File: config.mk
export PLATFORM = sky130hd
export DESIGN_NAME = mode_timer
export DESIGN_NICKNAME = d
export VERILOG_FILES = /design/src/rtl/mt_pkg.sv /design/src/rtl/mt_edge_sync.sv /design/src/rtl/mt_counter.sv /design/src/rtl/mt_capture.sv /design/src/rtl/mode_timer.sv
export SDC_FILE = /design/constraint.sdc
export NUM_CORES = 1
export LEC_CHECK = 0
export BUFFER_PORTS_ARGS = -buffer_cell sky130_fd_sc_hd__buf_2
export CAP_MARGIN = 10
export CORE_UTILIZATION = 48
export CTS_CLUSTER_DIAMETER = 120
export DETAILED_ROUTE_END_ITERATION = 7
export GPL_TIMING_DRIVEN = 0
export HOLD_SLACK_MARGIN = 0.12
export PLACE_DENSITY = 0.69
export SETUP_SLACK_MARGIN = 0.5
export SLEW_MARGIN = 5
export SYNTH_ARGS = -nofsm -noshare
export SYNTH_HDL_FRONTEND = slang
export SYNTH_HIERARCHICAL = 1
export SYNTH_SLANG_ARGS = --single-unit
File: constraint.sdc
create_clock -name clk -period 2.4 [get_ports clk]
set_input_delay 0.24 -clock clk [delete_from_list [all_inputs] [get_ports clk]]
set_output_delay 0.24 -clock clk [all_outputs]
set_load 0.05 [all_outputs]
File: src/rtl/mt_pkg.sv
// Package: shared types for the multi-mode timer.
package mt_pkg;
    typedef enum logic [1:0] {
        MODE_PULSE = 2'b00,
        MODE_EVENT = 2'b01,
        MODE_CAPT  = 2'b10,
        MODE_DIFF  = 2'b11
    } tmr_mode_e;
endpackage

File: src/rtl/mt_edge_sync.sv
// Synchroniser and edge detector for the external pin.
// Assumes async_in may change at any time; STAGES >= 2 flops precede the
// edge compare, so a change acts on dependent logic STAGES clocks later.
module mt_edge_sync #(
    parameter int STAGES = 2
) (
    input  logic clk,
    input  logic rst_n,
    input  logic async_in,
    input  logic rise_sel,
    output logic sel_edge
);
    logic [STAGES-1:0] chain;
    logic              last;
    logic              rise;
    logic              fall;

    // Shift the pin through the synchroniser and keep the previous level.
    always_ff @(posedge clk) begin
        if (!rst_n) begin
            chain <= '0;
            last  <= 1'b0;
        end else begin
            chain <= {chain[STAGES-2:0], async_in};
            last  <= chain[STAGES-1];
        end
    end

    // Edge decode on the synchronised level.
    always_comb begin
        rise     = chain[STAGES-1] & ~last;
        fall     = ~chain[STAGES-1] & last;
        sel_edge = rise_sel ? rise : fall;
    end

    // a detected rising edge comes from the previous synchroniser stage.
    a_r7_rise_from_chain: assert property (@(posedge clk) disable iff (!rst_n)
        rise |-> $past(chain[STAGES-2]));
endmodule

File: src/rtl/mt_counter.sv
// Down-counter with alternating reload, pulse output and underflow flag.
// Assumes the control inputs are stable and the edge pulse is synchronous.
module mt_counter
    import mt_pkg::*;
#(
    parameter int W = 16
) (
    input  logic         clk,
    input  logic         rst_n,
    input  logic         run_en,
    input  logic         tick_en,
    input  tmr_mode_e    mode,
    input  logic         evt_edge,
    input  logic [W-1:0] reload_a,
    input  logic [W-1:0] reload_b,
    input  logic         pend_clr,
    output logic [W-1:0] count,
    output logic         pend,
    output logic         pwm_out
);
    logic         dec;
    logic         uflow;
    logic         pulse_mode;
    logic [W-1:0] reload_val;

    // Step condition, underflow detect and reload choice.
    always_comb begin
        pulse_mode = (mode == MODE_PULSE);
        dec        = run_en && ((mode == MODE_EVENT) ? evt_edge : tick_en);
        uflow      = dec && (count == '0);
        reload_val = (pulse_mode && !pwm_out) ? reload_b : reload_a;
    end

    // Counter and pulse output update.
    always_ff @(posedge clk) begin
        if (!rst_n) begin
            count   <= '0;
            pwm_out <= 1'b0;
        end else if (!run_en) begin
            count   <= reload_a;
            pwm_out <= 1'b0;
        end else if (uflow) begin
            count <= reload_val;
            if (pulse_mode) pwm_out <= ~pwm_out;
        end else if (dec) begin
            count <= count - 1'b1;
        end
    end

    // Sticky underflow flag; a new underflow beats a clear.
    always_ff @(posedge clk) begin
        if (!rst_n)        pend <= 1'b0;
        else if (uflow)    pend <= 1'b1;
        else if (pend_clr) pend <= 1'b0;
    end

    // without a step the count holds while running.
    a_r3_hold_without_step: assert property (@(posedge clk) disable iff (!rst_n)
        (run_en && !dec) |=> (count == $past(count)));
    // a step from a nonzero value lowers the count by one.
    a_r3_step_by_one: assert property (@(posedge clk) disable iff (!rst_n)
        (dec && count != '0) |=> (count == $past(count) - 1'b1));
    // the pulse output only moves on underflow or stop.
    a_r4_out_stable: assert property (@(posedge clk) disable iff (!rst_n)
        (run_en && !uflow) |=> $stable(pwm_out));
    // the underflow flag is sticky until cleared.
    a_r5_pend_sticky: assert property (@(posedge clk) disable iff (!rst_n)
        (pend && !pend_clr) |=> pend);
    // non-pulse underflow reloads from A.
    a_r6_reload_a: assert property (@(posedge clk) disable iff (!rst_n)
        (uflow && !pulse_mode) |=> (count == $past(reload_a)));
endmodule

File: src/rtl/mt_capture.sv
// Capture register for plain and difference capture modes.
// Assumes cap_edge is a one-clock synchronous pulse; the difference
// reference is re-seeded from reload_a while the block is stopped.
module mt_capture
    import mt_pkg::*;
#(
    parameter int W = 16
) (
    input  logic         clk,
    input  logic         rst_n,
    input  logic         run_en,
    input  tmr_mode_e    mode,
    input  logic         cap_edge,
    input  logic [W-1:0] count,
    input  logic [W-1:0] reload_a,
    input  logic         cap_clr,
    output logic [W-1:0] cap_val,
    output logic         cap_pend
);
    logic         cap_en;
    logic         diff_mode;
    logic [W-1:0] ref_cnt;
    logic [W-1:0] next_cap;

    // Capture enable and captured value.
    always_comb begin
        diff_mode = (mode == MODE_DIFF);
        cap_en    = run_en && cap_edge && (mode == MODE_CAPT || diff_mode);
        next_cap  = diff_mode ? (ref_cnt - count) : count;
    end

    // Difference reference tracks the count at each capture.
    always_ff @(posedge clk) begin
        if (!rst_n)                   ref_cnt <= '0;
        else if (!run_en)             ref_cnt <= reload_a;
        else if (cap_en && diff_mode) ref_cnt <= count;
    end

    // Capture register and sticky capture flag.
    always_ff @(posedge clk) begin
        if (!rst_n) begin
            cap_val  <= '0;
            cap_pend <= 1'b0;
        end else if (cap_en) begin
            cap_val  <= next_cap;
            cap_pend <= 1'b1;
        end else if (cap_clr) begin
            cap_pend <= 1'b0;
        end
    end

    // plain capture records the running count.
    a_r8_capture_count: assert property (@(posedge clk) disable iff (!rst_n)
        (cap_en && !diff_mode) |=> (cap_val == $past(count)));
    // the capture flag is sticky until cleared.
    a_r10_cap_sticky: assert property (@(posedge clk) disable iff (!rst_n)
        (cap_pend && !cap_clr) |=> cap_pend);
    // the captured value holds between captures.
    a_r10_cap_hold: assert property (@(posedge clk) disable iff (!rst_n)
        !cap_en |=> $stable(cap_val));
endmodule

File: src/rtl/mode_timer.sv
// Top: multi-mode down-counting timer (pulse, event, capture, difference).
// Assumes control fields are quasi-static and ext_in may be asynchronous.
module mode_timer
    import mt_pkg::*;
#(
    parameter int W           = 16,
    parameter int SYNC_STAGES = 2
) (
    input  logic         clk,
    input  logic         rst_n,
    input  logic         run_en,
    input  logic         tick_en,
    input  logic [1:0]   mode,
    input  logic         edge_sel,
    input  logic         ext_in,
    input  logic [W-1:0] reload_a,
    input  logic [W-1:0] reload_b,
    input  logic         pend_clr,
    input  logic         cap_clr,
    output logic [W-1:0] count,
    output logic         pend,
    output logic         pwm_out,
    output logic [W-1:0] cap_val,
    output logic         cap_pend
);
    tmr_mode_e mode_q;
    logic      pin_edge;

    // Map the raw mode field onto the shared type.
    always_comb mode_q = tmr_mode_e'(mode);

    mt_edge_sync #(.STAGES(SYNC_STAGES)) u_sync (
        .clk      (clk),
        .rst_n    (rst_n),
        .async_in (ext_in),
        .rise_sel (edge_sel),
        .sel_edge (pin_edge)
    );

    mt_counter #(.W(W)) u_cnt (
        .clk      (clk),
        .rst_n    (rst_n),
        .run_en   (run_en),
        .tick_en  (tick_en),
        .mode     (mode_q),
        .evt_edge (pin_edge),
        .reload_a (reload_a),
        .reload_b (reload_b),
        .pend_clr (pend_clr),
        .count    (count),
        .pend     (pend),
        .pwm_out  (pwm_out)
    );

    mt_capture #(.W(W)) u_cap (
        .clk      (clk),
        .rst_n    (rst_n),
        .run_en   (run_en),
        .mode     (mode_q),
        .cap_edge (pin_edge),
        .count    (count),
        .reload_a (reload_a),
        .cap_clr  (cap_clr),
        .cap_val  (cap_val),
        .cap_pend (cap_pend)
    );

    // a stopped timer presets from A with the output low.
    a_r2_stop_preset: assert property (@(posedge clk) disable iff (!rst_n)
        !run_en |=> (count == $past(reload_a) && !pwm_out));
endmodule

==> results of run 1 <==
==> layout by cell type (no fill, tap or decap), drive strengths merged, types with 10 or more instances in the layout <==
| master | Yosys | routed |
|---|---|---|
| a21oi | 24 | 24 |
| a31oi | 14 | 14 |
| buf | 4 | 151 |
| clkbuf | 25 | 25 |
| dfxtp | 54 | 54 |
| ha | 16 | 16 |
| inv | 24 | 26 |
| mux2 | 11 | 11 |
| mux2i | 26 | 26 |
| nand2 | 59 | 59 |
| nand3 | 12 | 12 |
| nor2 | 20 | 20 |
| nor2b | 18 | 18 |
| o211a | 16 | 16 |
| o211ai | 10 | 10 |
| o21ai | 32 | 32 |
| xnor2 | 10 | 10 |
| xor2 | 12 | 12 |
==> through the flow <==
step	area, um2	power (mW)	instances
floorplan	4060	1.78	488
global placement	4570	2.03	666
detailed placement	4570	2.05	666
CTS	5210	2.90	714
global route	5770	3.34	740
finish	5770	3.19	740
==> area by class of cell <==
type / instances / area (um2)
Clock buffer: 6 / 93.8
Timing Repair Buffer: 142 / 961
Multi-Input combinational cell: 381 / 3170
Tap cell: 102 / 128
Sequential cell: 54 / 1140
Clock inverter: 2 / 17.5
Fill cell: 586 / 2040
Inverter: 24 / 92.6
Buffer: 29 / 164
==> worst max path at each step <==
stage,start,endpoint,cells after the start,slack [ns]
floorplan,u_cnt/count[2],u_cap/cap_val[6],8,0.27
global placement,u_cnt/count[3],u_cnt/count[7],5,0.13
detailed placement,u_cnt/count[0],u_cnt/count[15],5,0.11
CTS,u_cnt/count[0],u_cap/cap_val[6],8,0.28
global route,u_cnt/count[0],u_cap/cap_val[6],8,0.15
finish,u_cnt/count[2],u_cnt/count[15],6,0.16
==> sequential cells by signal (all words and copies together), names as in the netlist <==
signal          cells
u_cap/cap_val      16
u_cap/ref_cnt      16
u_cnt/count        16
u_sync/chain        2
u_cap/cap_pend      1
u_cnt/pend          1
u_cnt/pwm_out       1
u_sync/last         1
==> cells by family after synthesis <==
family,after synthesis
flops,54
fa+ha+maj,17
compound gates,141
buf+inv,53
simple gates,164
mux,37
xor+xnor,22
==> synth_stat cells (2+ instances only) <==
cell	number	area, um2
o211ai_1	10	75.1
a21boi_0	7	52.6
nand3_1	12	60.1
xor2_1	12	105
o221ai_1	5	43.8
ha_1	16	200
or4b_1	2	20.0
a41oi_1	2	17.5
nand2_1	59	221
o21a_1	3	22.5
nand3b_1	2	15.0
o21ai_0	24	120
o211a_1	16	160
a311oi_1	2	17.5
o21bai_1	2	15.0
or3_1	7	43.8
nand4_1	8	50.1
nor4_2	2	25.0
nor2b_1	17	106
nor3_1	6	30.0
and2_1	4	25.0
a22oi_1	4	30.0
and3_1	4	25.0
o22ai_1	7	43.8
a21oi_1	24	120
clkbuf_1	24	90.1
nor2_1	20	75.1
a31oi_1	14	87.6
o31ai_1	3	22.5
mux2i_1	26	260
nand2b_1	6	37.5
mux2_2	10	113
dfxtp_1	54	1080
inv_1	24	90.1
xnor2_1	10	87.6
buf_2	3	15.0
nor4_1	2	12.5
o21ai_1	8	40.0
a211oi_1	2	15.0
or4_1	2	15.0
==> worst reg2reg max path: cells and delay by family, from the launching register on <==
family / cells / cell delay [ns]
xor gates and xnor gates: 1 / 0.17
and+or+nand+nor: 3 / 1.33
buffers and inverters: 1 / 0.15
AOI/OAI and AO/OA: 1 / 0.15
DFF: 1 / 0.38
==> power groups by stage <==
stage / sequential (mW) / clock (mW) / combinational, mW
2_1_floorplan: 1.13 / 0 / 0.655
3_3_place_gp: 1.05 / 0 / 0.974
3_5_place_dp: 1.06 / 0 / 0.990
4_1_cts: 1.02 / 0.638 / 1.24
5_1_grt: 1.03 / 0.678 / 1.63
6_report: 1.02 / 0.619 / 1.54
==> timing repair <==
action | CTS | global route
endpoints found under the hold margin | 1 | 0
pin swaps | 14 | 38
endpoints found under the setup margin | 27 | 43
buffers inserted | 39 | 26
hold buffers | 1 | 0
gates resized for setup | 55 | 95
==> metal layers <==
metal  vias to the layer above  track usage  routed length, um
met1                      2187        0.392               5790
met3                        53       0.0460               1050
met5                         -            0                  0
met2                       259        0.530               6700
li1                       2091            -                  -
met4                         0        0.142                630
==> impl_metrics.env, run 1 <==
export IMPL_routed_wl_um=14200
export IMPL_ys_ff_latch=54
export IMPL_synth_area_mm2=0.00393
export IMPL_crit_type="register to register"
export IMPL_clk_pin_slew_ns=0.12
export IMPL_groute_usage_overall=0.314
export IMPL_power_switching_share=0.391
export IMPL_clock_sinks=54
export IMPL_ant_nets=0
export IMPL_p_leak_nw=2.59
export IMPL_num_vias=4590
export IMPL_diodes=0
export IMPL_min_to="u_cap/cap_pend"
export IMPL_drc_errors=0
export IMPL_ir_drop_mv=0.325
export IMPL_synth_adder_area_share=0.0561
export IMPL_min_delay_start="cap_clr"
export IMPL_clk_path_buf_depth=2
export IMPL_layout_drive_gt1_share=0.440
export IMPL_rows=32
export IMPL_synth_avg_cell_area_um2=8.05
export IMPL_clock_skew_ns=0.0134
export IMPL_fin_setup_tns_ns=0
export IMPL_syn_inst=488
export IMPL_synth_xor_area_frac=0.0491
export IMPL_r2r_cells=6
export IMPL_tightestPinTransition_ns=0.652
export IMPL_yosys_mux_area_fraction=0.0978
export IMPL_clkPwrFrac=0.194
export IMPL_switching_power_mw=1.25
export IMPL_gp_congestion=0.968
export IMPL_overflow=0
export IMPL_yosys_area_share_simple=0.224
export IMPL_grt_setup_unrepaired="true"
export IMPL_rrSetupSlack_ns=0.16
export IMPL_yosysWarnings=6
export IMPL_critPathBufInv=1
export IMPL_dp_hpwl_um=9330
export IMPL_cpPeakStageDelay_ns=0.61
export IMPL_grt_max_degree=19
export IMPL_nNetsFinal=696
export IMPL_critPathMaxFanout=5
export IMPL_worstSetupEndpointType="register"
export IMPL_setup_ws_ns=0.155
export IMPL_fmax_mhz=445
export IMPL_timing_rr_end="u_cnt/count[15]"
export IMPL_p_int_mw=1.94
export IMPL_synth_cell_type_count=63
export IMPL_vias_per_cell=6.20
export IMPL_die_y_um=92.5
export IMPL_maxCapViolCount=0
export IMPL_cts_tree="yes"
export IMPL_pwr_share_comb=0.484
export IMPL_first_pass_iters=7
export IMPL_grt_pass1_vias=4201
export IMPL_powerDensity_mw_per_mm2=553
export IMPL_path_cells="buf_4 > nor3_2 > nand3_1 > or4b_1 > xor2_1 > o211ai_1"
export IMPL_dp_slack_ns=0.105
export IMPL_fin_util=0.738
export IMPL_ys_seq_area_frac=0.275
export IMPL_wl_per_cell_um=19.2
export IMPL_crit_family="simple AND/OR/NAND/NOR gates"
export IMPL_start_kind="register"
export IMPL_hold_violations=0
export IMPL_relSlewSlack=0.563
export IMPL_synthArstFlopShare=0
export IMPL_syn2layout_area_growth_pct=46.8
export IMPL_synth_top_flop_cell="dfxtp_1"
export IMPL_timing_rr_start="u_cnt/count[2]"
export IMPL_synth_top_family_by_area="compound AO/OA/AOI/OAI gates"
export IMPL_dieArea_mm2=0.00855
export IMPL_clk_latency_ns=0.32
export IMPL_port_buffers=76
export IMPL_slew_viol_final=0
export IMPL_antenna_found_initial=0
export IMPL_root_buffer="clkbuf_8"
export IMPL_worstHoldPathType="primary input to register"
export IMPL_crit_required_ns=2.65
export IMPL_synth_edf_count=0
export IMPL_cpMaxStageDelayCell="or4b_1"
export IMPL_fp_dieW_um=92.5
export IMPL_fin_crit_sh=0.935
export IMPL_cts_made_buffers=5
export IMPL_ioPinCount=77
export IMPL_core_area_mm2=0.00781
export IMPL_drt_first_iter_violations=315
export IMPL_syn_nets=547
export IMPL_setup_violations=0
export IMPL_sequentialPowerShare=0.322
export IMPL_grt_pass1_wl_um=20900
export IMPL_initial_core_util=0.503
export IMPL_holdPathStages=3
export IMPL_timing_final_crit_period_ns=2.24
export IMPL_critical_path_arrival_ns=2.49
export IMPL_synth_compound_area_frac=0.244
export IMPL_status="completed"
export IMPL_cts_htree_levels=2
export IMPL_hold_slack_ns=0.175
No activity file was read; power rests on OpenSTA's default activity.
==> inputs of run 2 (changes only) <==
CORE_MARGIN = 2   (was not set)
==> run 2 against run 1 <==
Clock power rose by 3%. Clock skew fell by 0.00070 ns. First-iteration DRC count fell by 0.63%. Setup slack improved by 0.097 ns. Highest routed layer unchanged. Worst hold slack improved by 0.0026 ns. Sequential power barely moved.
==> impl_metrics.env, run 2 (synthesized netlist as in run 1, its figures left out) <==
export IMPL_status="completed"
export IMPL_instances_no_fill=733
export IMPL_grt_setup_unrepaired="true"
export IMPL_nFillCells=653
export IMPL_final_common_cell="buf_2"
export IMPL_gp_congestion=0.932
export IMPL_dpl_cell_area_mm2=0.00457
export IMPL_sequentialPowerShare=0.337
export IMPL_crit_required_ns=2.61
export IMPL_maxCapViolCount=0
export IMPL_reg_top3="u_cap/cap_val x16, u_cap/ref_cnt x16, u_cnt/count x16"
export IMPL_met3WireLength_um=1160
export IMPL_place_inst=666
export IMPL_clk_latency_ns=0.31
export IMPL_critPathBufInv=0
export IMPL_relSlewSlack=0.586
export IMPL_cpMaxStageDelayCell="or4b_1"
export IMPL_cts_htree_levels=2
export IMPL_wl_met1_um=5710
export IMPL_ioPinCount=77
export IMPL_critPathMaxFanout=3
export IMPL_worstSetupEndpointType="register"
export IMPL_power_switching_share=0.384
export IMPL_fp_dieW_um=94.5
export IMPL_layout_common_cells="80 x buf_2, 54 x nand2_1, 52 x buf_4"
export IMPL_initial_core_util=0.503
export IMPL_multi_input_area_mm2=0.00300
export IMPL_grt_pass1_vias=4241
export IMPL_wl_met2_um=6510
export IMPL_die_y_um=94.5
export IMPL_overflow=0
export IMPL_fin_crit_sh=0.895
export IMPL_start_kind="register"
export IMPL_clock_skew_ns=0.0127
export IMPL_diodes=0
export IMPL_routed_wl_um=13800
export IMPL_p_int_mw=1.87
export IMPL_p_leak_nw=2.48
export IMPL_slew_viol_final=0
export IMPL_cts_tree="yes"
export IMPL_drc_errors=0
export IMPL_fmax_mhz=466
export IMPL_rrSetupSlack_ns=0.25
export IMPL_dp_hpwl_um=9320
export IMPL_clock_sinks=54
export IMPL_layout_drive_gt1_share=0.387
export IMPL_root_buffer="clkbuf_8"
export IMPL_clkPwrFrac=0.210
export IMPL_first_pass_iters=5
export IMPL_core_area_mm2=0.00781
export IMPL_setup_violations=0
export IMPL_port_buffers=76
export IMPL_groute_usage_overall=0.301
export IMPL_final_area_mm2=0.00547
export IMPL_wl_per_cell_um=18.9
export IMPL_antenna_found_initial=0
export IMPL_vias_per_cell=6.10
export IMPL_switching_power_mw=1.16
export IMPL_drt_first_iter_violations=313
export IMPL_hold_violations=0
export IMPL_pwr_share_comb=0.453
export IMPL_nNetsFinal=689
export IMPL_fin_setup_tns_ns=0
export IMPL_regArea_mm2=0.00113
export IMPL_clk_path_buf_depth=2
export IMPL_path_cells="ha_4 > fa_2 > nor2b_4 > o31a_1 > o21a_1 > or4b_1 > a31oi_1 > o21ai_1"
export IMPL_ir_drop_mv=0.341
export IMPL_syn2layout_area_growth_pct=39.2
export IMPL_num_vias=4473
export IMPL_dieArea_mm2=0.00892
export IMPL_worstHoldPathType="primary input to register"
export IMPL_ant_nets=0
export IMPL_critical_path_arrival_ns=2.35
export IMPL_powerDensity_mw_per_mm2=555
export IMPL_top_layer="met4"
export IMPL_cpPeakStageDelay_ns=0.47
export IMPL_crit_type="register to register"
export IMPL_tightestPinTransition_ns=0.621
export IMPL_grt_pass1_wl_um=20900
export IMPL_rows=32
export IMPL_timing_final_crit_period_ns=2.15
export IMPL_clk_pin_slew_ns=0.11
export IMPL_cts_made_buffers=5
export IMPL_crit_family="compound AO/OA/AOI/OAI gates"
export IMPL_grt_max_degree=17
-- run 2: changes by cell type in the layout (fill, tap and decap cells not counted), sizes merged --
| cell | before | now |
|---|---|---|
| buf | 151 | 140 |
| bufinv | 0 | 1 |
| clkbuf | 25 | 29 |
| clkinvlp | 0 | 1 |
| inv | 26 | 24 |
-- run 2: what timing repair did --
| item | CTS | global route |
|---|---|---|
| pin swaps | 19 | 23 |
| endpoints found under the setup margin | 28 | 41 |
| hold endpoints to repair | 1 | 0 |
| gates resized for setup | 54 | 42 |
| hold buffers | 1 | 0 |
| setup buffers | 35 | 23 |
-- run 2: worst paths after layout --
check | to | start | cells after the start
worst max-delay path | u_cap/cap_val[6] | u_cnt/count[0] | 8
worst min-delay path | u_cnt/pend | pend_clr | 3
worst max register to register | u_cap/cap_val[6] | u_cnt/count[0] | 8
worst min register to register | u_cap/cap_val[8] | u_cap/cap_val[8] | 2
-- run 2: per-stage QoR --
step	utilization	power (mW)	setup WS (ns)	hold slack (ns)
finish	0.700	3.03	0.253	0.177
global route	0.700	3.18	0.198	0.179
CTS	0.663	2.89	0.275	0.174
detailed placement	0.585	2.05	0.0790	0.430
global placement	0.585	2.03	0.138	0.415
floorplan	-	1.78	0.270	0.362
-- run 2: tightest hold or removal path: stages --
cell and delay (ns):
buf_2 0.07, nand2b_1 0.09, a21oi_1 0.06
-- run 2: area by class of cell --
cell class | count | share of cell area
tap | 102 | 0.0233
sequential | 54 | 0.207
timing repair buffer | 135 | 0.157
multi-input combinational | 381 | 0.549
buffer | 29 | 0.0268
inverter | 24 | 0.0165
clock buffer | 6 | 0.0133
clock inverter | 2 | 0.00686
-- run 2: layer usage --
metal,track usage,up-vias
met1,0.380,2091
met5,0,-
met2,0.512,262
li1,-,2073
met4,0.132,0
met3,0.0431,47
-- run 2: power groups by stage --
stage | combinational (mW) | sequential [mW] | clock (mW)
2_1_floorplan | 0.655 | 1.13 | 0
4_1_cts | 1.22 | 1.02 | 0.650
5_1_grt | 1.46 | 1.03 | 0.691
3_3_place_gp | 0.976 | 1.05 | 0
3_5_place_dp | 0.990 | 1.06 | 0
6_report | 1.38 | 1.02 | 0.637
==> inputs of run 3 (changes only) <==
BUFFER_PORTS_ARGS = -buffer_cell sky130_fd_sc_hd__clkbuf_2   (was -buffer_cell sky130_fd_sc_hd__buf_2)
==> run 3 against run 2 <==
Design area rose by 1.0%. Clock power fell by 15%. Non-clock buffer count rose by 1. Setup slack got worse by 0.011 ns. Critical path depth did not move. Routed wire length rose by 0.75%. Sequential power barely moved. Worst hold slack got worse by 0.0075 ns. Power fell by 0.86%. Critical path type unchanged. Largest cell class unchanged. Highest routed layer unchanged.
==> impl_metrics.env, run 3 (synthesized netlist as in run 1, its figures left out) <==
export IMPL_status="completed"
export IMPL_drt_first_iter_violations=435
export IMPL_dp_hpwl_um=9160
export IMPL_timing_final_crit_period_ns=2.16
export IMPL_layout_common_cells="79 x clkbuf_2, 54 x nand2_1, 53 x buf_4"
export IMPL_place_inst=666
export IMPL_syn2layout_area_growth_pct=40.6
export IMPL_worstSetupEndpointType="register"
export IMPL_start_kind="register"
export IMPL_wl_met1_um=5700
export IMPL_grt_max_degree=17
export IMPL_path_cells="ha_4 > fa_2 > nor2b_4 > o31a_1 > o21a_1 > or4b_1 > a31oi_1 > o21ai_1"
export IMPL_slew_viol_final=0
export IMPL_dpl_cell_area_mm2=0.00457
export IMPL_drc_errors=0
export IMPL_ioPinCount=77
export IMPL_clk_path_buf_depth=2
export IMPL_vias_per_cell=6.08
export IMPL_maxCapViolCount=0
export IMPL_startpoint="u_cnt/count[0]"
export IMPL_antenna_found_initial=0
export IMPL_grt_setup_unrepaired="true"
export IMPL_top_layer="met4"
export IMPL_nNetsFinal=690
export IMPL_initial_core_util=0.503
export IMPL_reg_top3="u_cap/cap_val x16, u_cap/ref_cnt x16, u_cnt/count x16"
export IMPL_root_buffer="clkbuf_8"
export IMPL_wl_met2_um=6450
export IMPL_core_area_mm2=0.00781
export IMPL_tightestPinTransition_ns=0.618
export IMPL_port_buffers=76
export IMPL_clock_sinks=54
export IMPL_final_common_cell="clkbuf_2"
export IMPL_grt_pass1_wl_um=21600
export IMPL_cpMaxStageDelayCell="or4b_1"
export IMPL_ant_nets=0
export IMPL_crit_type="register to register"
export IMPL_cts_tree="yes"
export IMPL_overflow=0
export IMPL_grt_pass1_vias=4266
export IMPL_routed_wl_um=13900
export IMPL_clk_pin_slew_ns=0.11
export IMPL_layout_drive_gt1_share=0.399
export IMPL_rows=32
export IMPL_clk_latency_ns=0.32
export IMPL_fp_dieW_um=94.5
export IMPL_dieArea_mm2=0.00892
export IMPL_worstHoldPathType="primary input to register"
export IMPL_setup_violations=0
export IMPL_cp_endpoint="u_cap/cap_val[6]"
export IMPL_timing_rr_start="u_cnt/count[0]"
export IMPL_cts_made_buffers=5
export IMPL_cts_htree_levels=2
export IMPL_hold_violations=0
export IMPL_hold_slack_ns=0.170
export IMPL_met3WireLength_um=1250
export IMPL_fin_setup_tns_ns=0
export IMPL_critPathMaxFanout=4
export IMPL_rrSetupSlack_ns=0.24
export IMPL_clock_skew_ns=0.0111
export IMPL_instances_no_fill=734
export IMPL_wl_per_cell_um=19.0
export IMPL_p_leak_nw=2.48
export IMPL_first_pass_iters=5
export IMPL_fmax_mhz=463
export IMPL_ir_drop_mv=0.318
export IMPL_powerDensity_mw_per_mm2=545
export IMPL_final_area_mm2=0.00552
export IMPL_num_vias=4462
export IMPL_timing_rr_end="u_cap/cap_val[6]"
export IMPL_relSlewSlack=0.588
export IMPL_cpPeakStageDelay_ns=0.48
export IMPL_diodes=0
export IMPL_critical_path_arrival_ns=2.37
export IMPL_groute_usage_overall=0.309
export IMPL_r2r_cells=8
export IMPL_die_y_um=94.5
export IMPL_crit_required_ns=2.61
export IMPL_gp_congestion=0.938
export IMPL_fin_crit_sh=0.899
==> run 3: area by class of cell <==
| cell class | instances | area, um2 |
|---|---|---|
| Buffer | 29 | 159 |
| Clock buffer | 6 | 72.6 |
| Clock inverter | 2 | 13.8 |
| Fill cell | 651 | 2280 |
| Inverter | 24 | 92.6 |
| Multi-Input combinational cell | 381 | 3060 |
| Sequential cell | 54 | 1140 |
| Tap cell | 102 | 128 |
| Timing Repair Buffer | 136 | 860 |
==> run 3: worst min-delay path by stage <==
| stage | cells past startpoint | slack, ns | from | to |
|---|---|---|---|---|
| after global routing | 3 | 0.19 | cap_clr | u_cap/cap_pend |
| after detailed placement | 1 | 0.42 | u_sync/chain[0] | u_sync/chain[1] |
| after floorplan | 1 | 0.36 | ext_in | u_sync/chain[0] |
| after global placement | 1 | 0.41 | u_sync/chain[0] | u_sync/chain[1] |
| after CTS | 3 | 0.17 | pend_clr | u_cnt/pend |
| final | 3 | 0.17 | pend_clr | u_cnt/pend |
==> run 3: worst max-delay path, delay by kind of cell (launching register included) <==
family / cells / cell delay (ns)
AO/OA/AOI/OAI: 4 / 0.77
adder cells (fa/ha/maj): 2 / 0.37
flip-flops: 1 / 0.39
AND/OR/NAND/NOR: 2 / 0.53
==> run 3: metrics by stage <==
stage / utilization / total power [mW] / setup WS, ns
after floorplan: - / 1.78 / 0.270
after global placement: 0.585 / 2.03 / 0.139
after detailed placement: 0.585 / 2.04 / 0.119
after CTS: 0.671 / 2.81 / 0.291
after global routing: 0.708 / 3.14 / 0.168
final: 0.708 / 3.01 / 0.242
==> run 3: repair_timing <==
| item | in CTS | in global routing |
|---|---|---|
| setup endpoints to repair | 27 | 40 |
| pin swaps | 16 | 21 |
| hold endpoints to repair | 1 | 0 |
| resized for setup | 63 | 52 |
| hold buffers | 1 | 0 |
| setup buffers | 43 | 16 |
==> run 3: where the power goes <==
part | total [mW] | leakage [nW] | switching [mW] | internal, mW
Combinational | 1.45 | 1.98 | 0.806 | 0.643
Sequential | 1.02 | 0.453 | 0.0673 | 0.949
Clock | 0.544 | 0.0452 | 0.337 | 0.208
Total | 3.01 | 2.48 | 1.21 | 1.80
==> run 3: layer usage <==
layer	vias up	GRT usage
li1	2079	-
met1	2058	0.399
met2	271	0.502
met3	54	0.0527
met4	0	0.146
met5	-	0
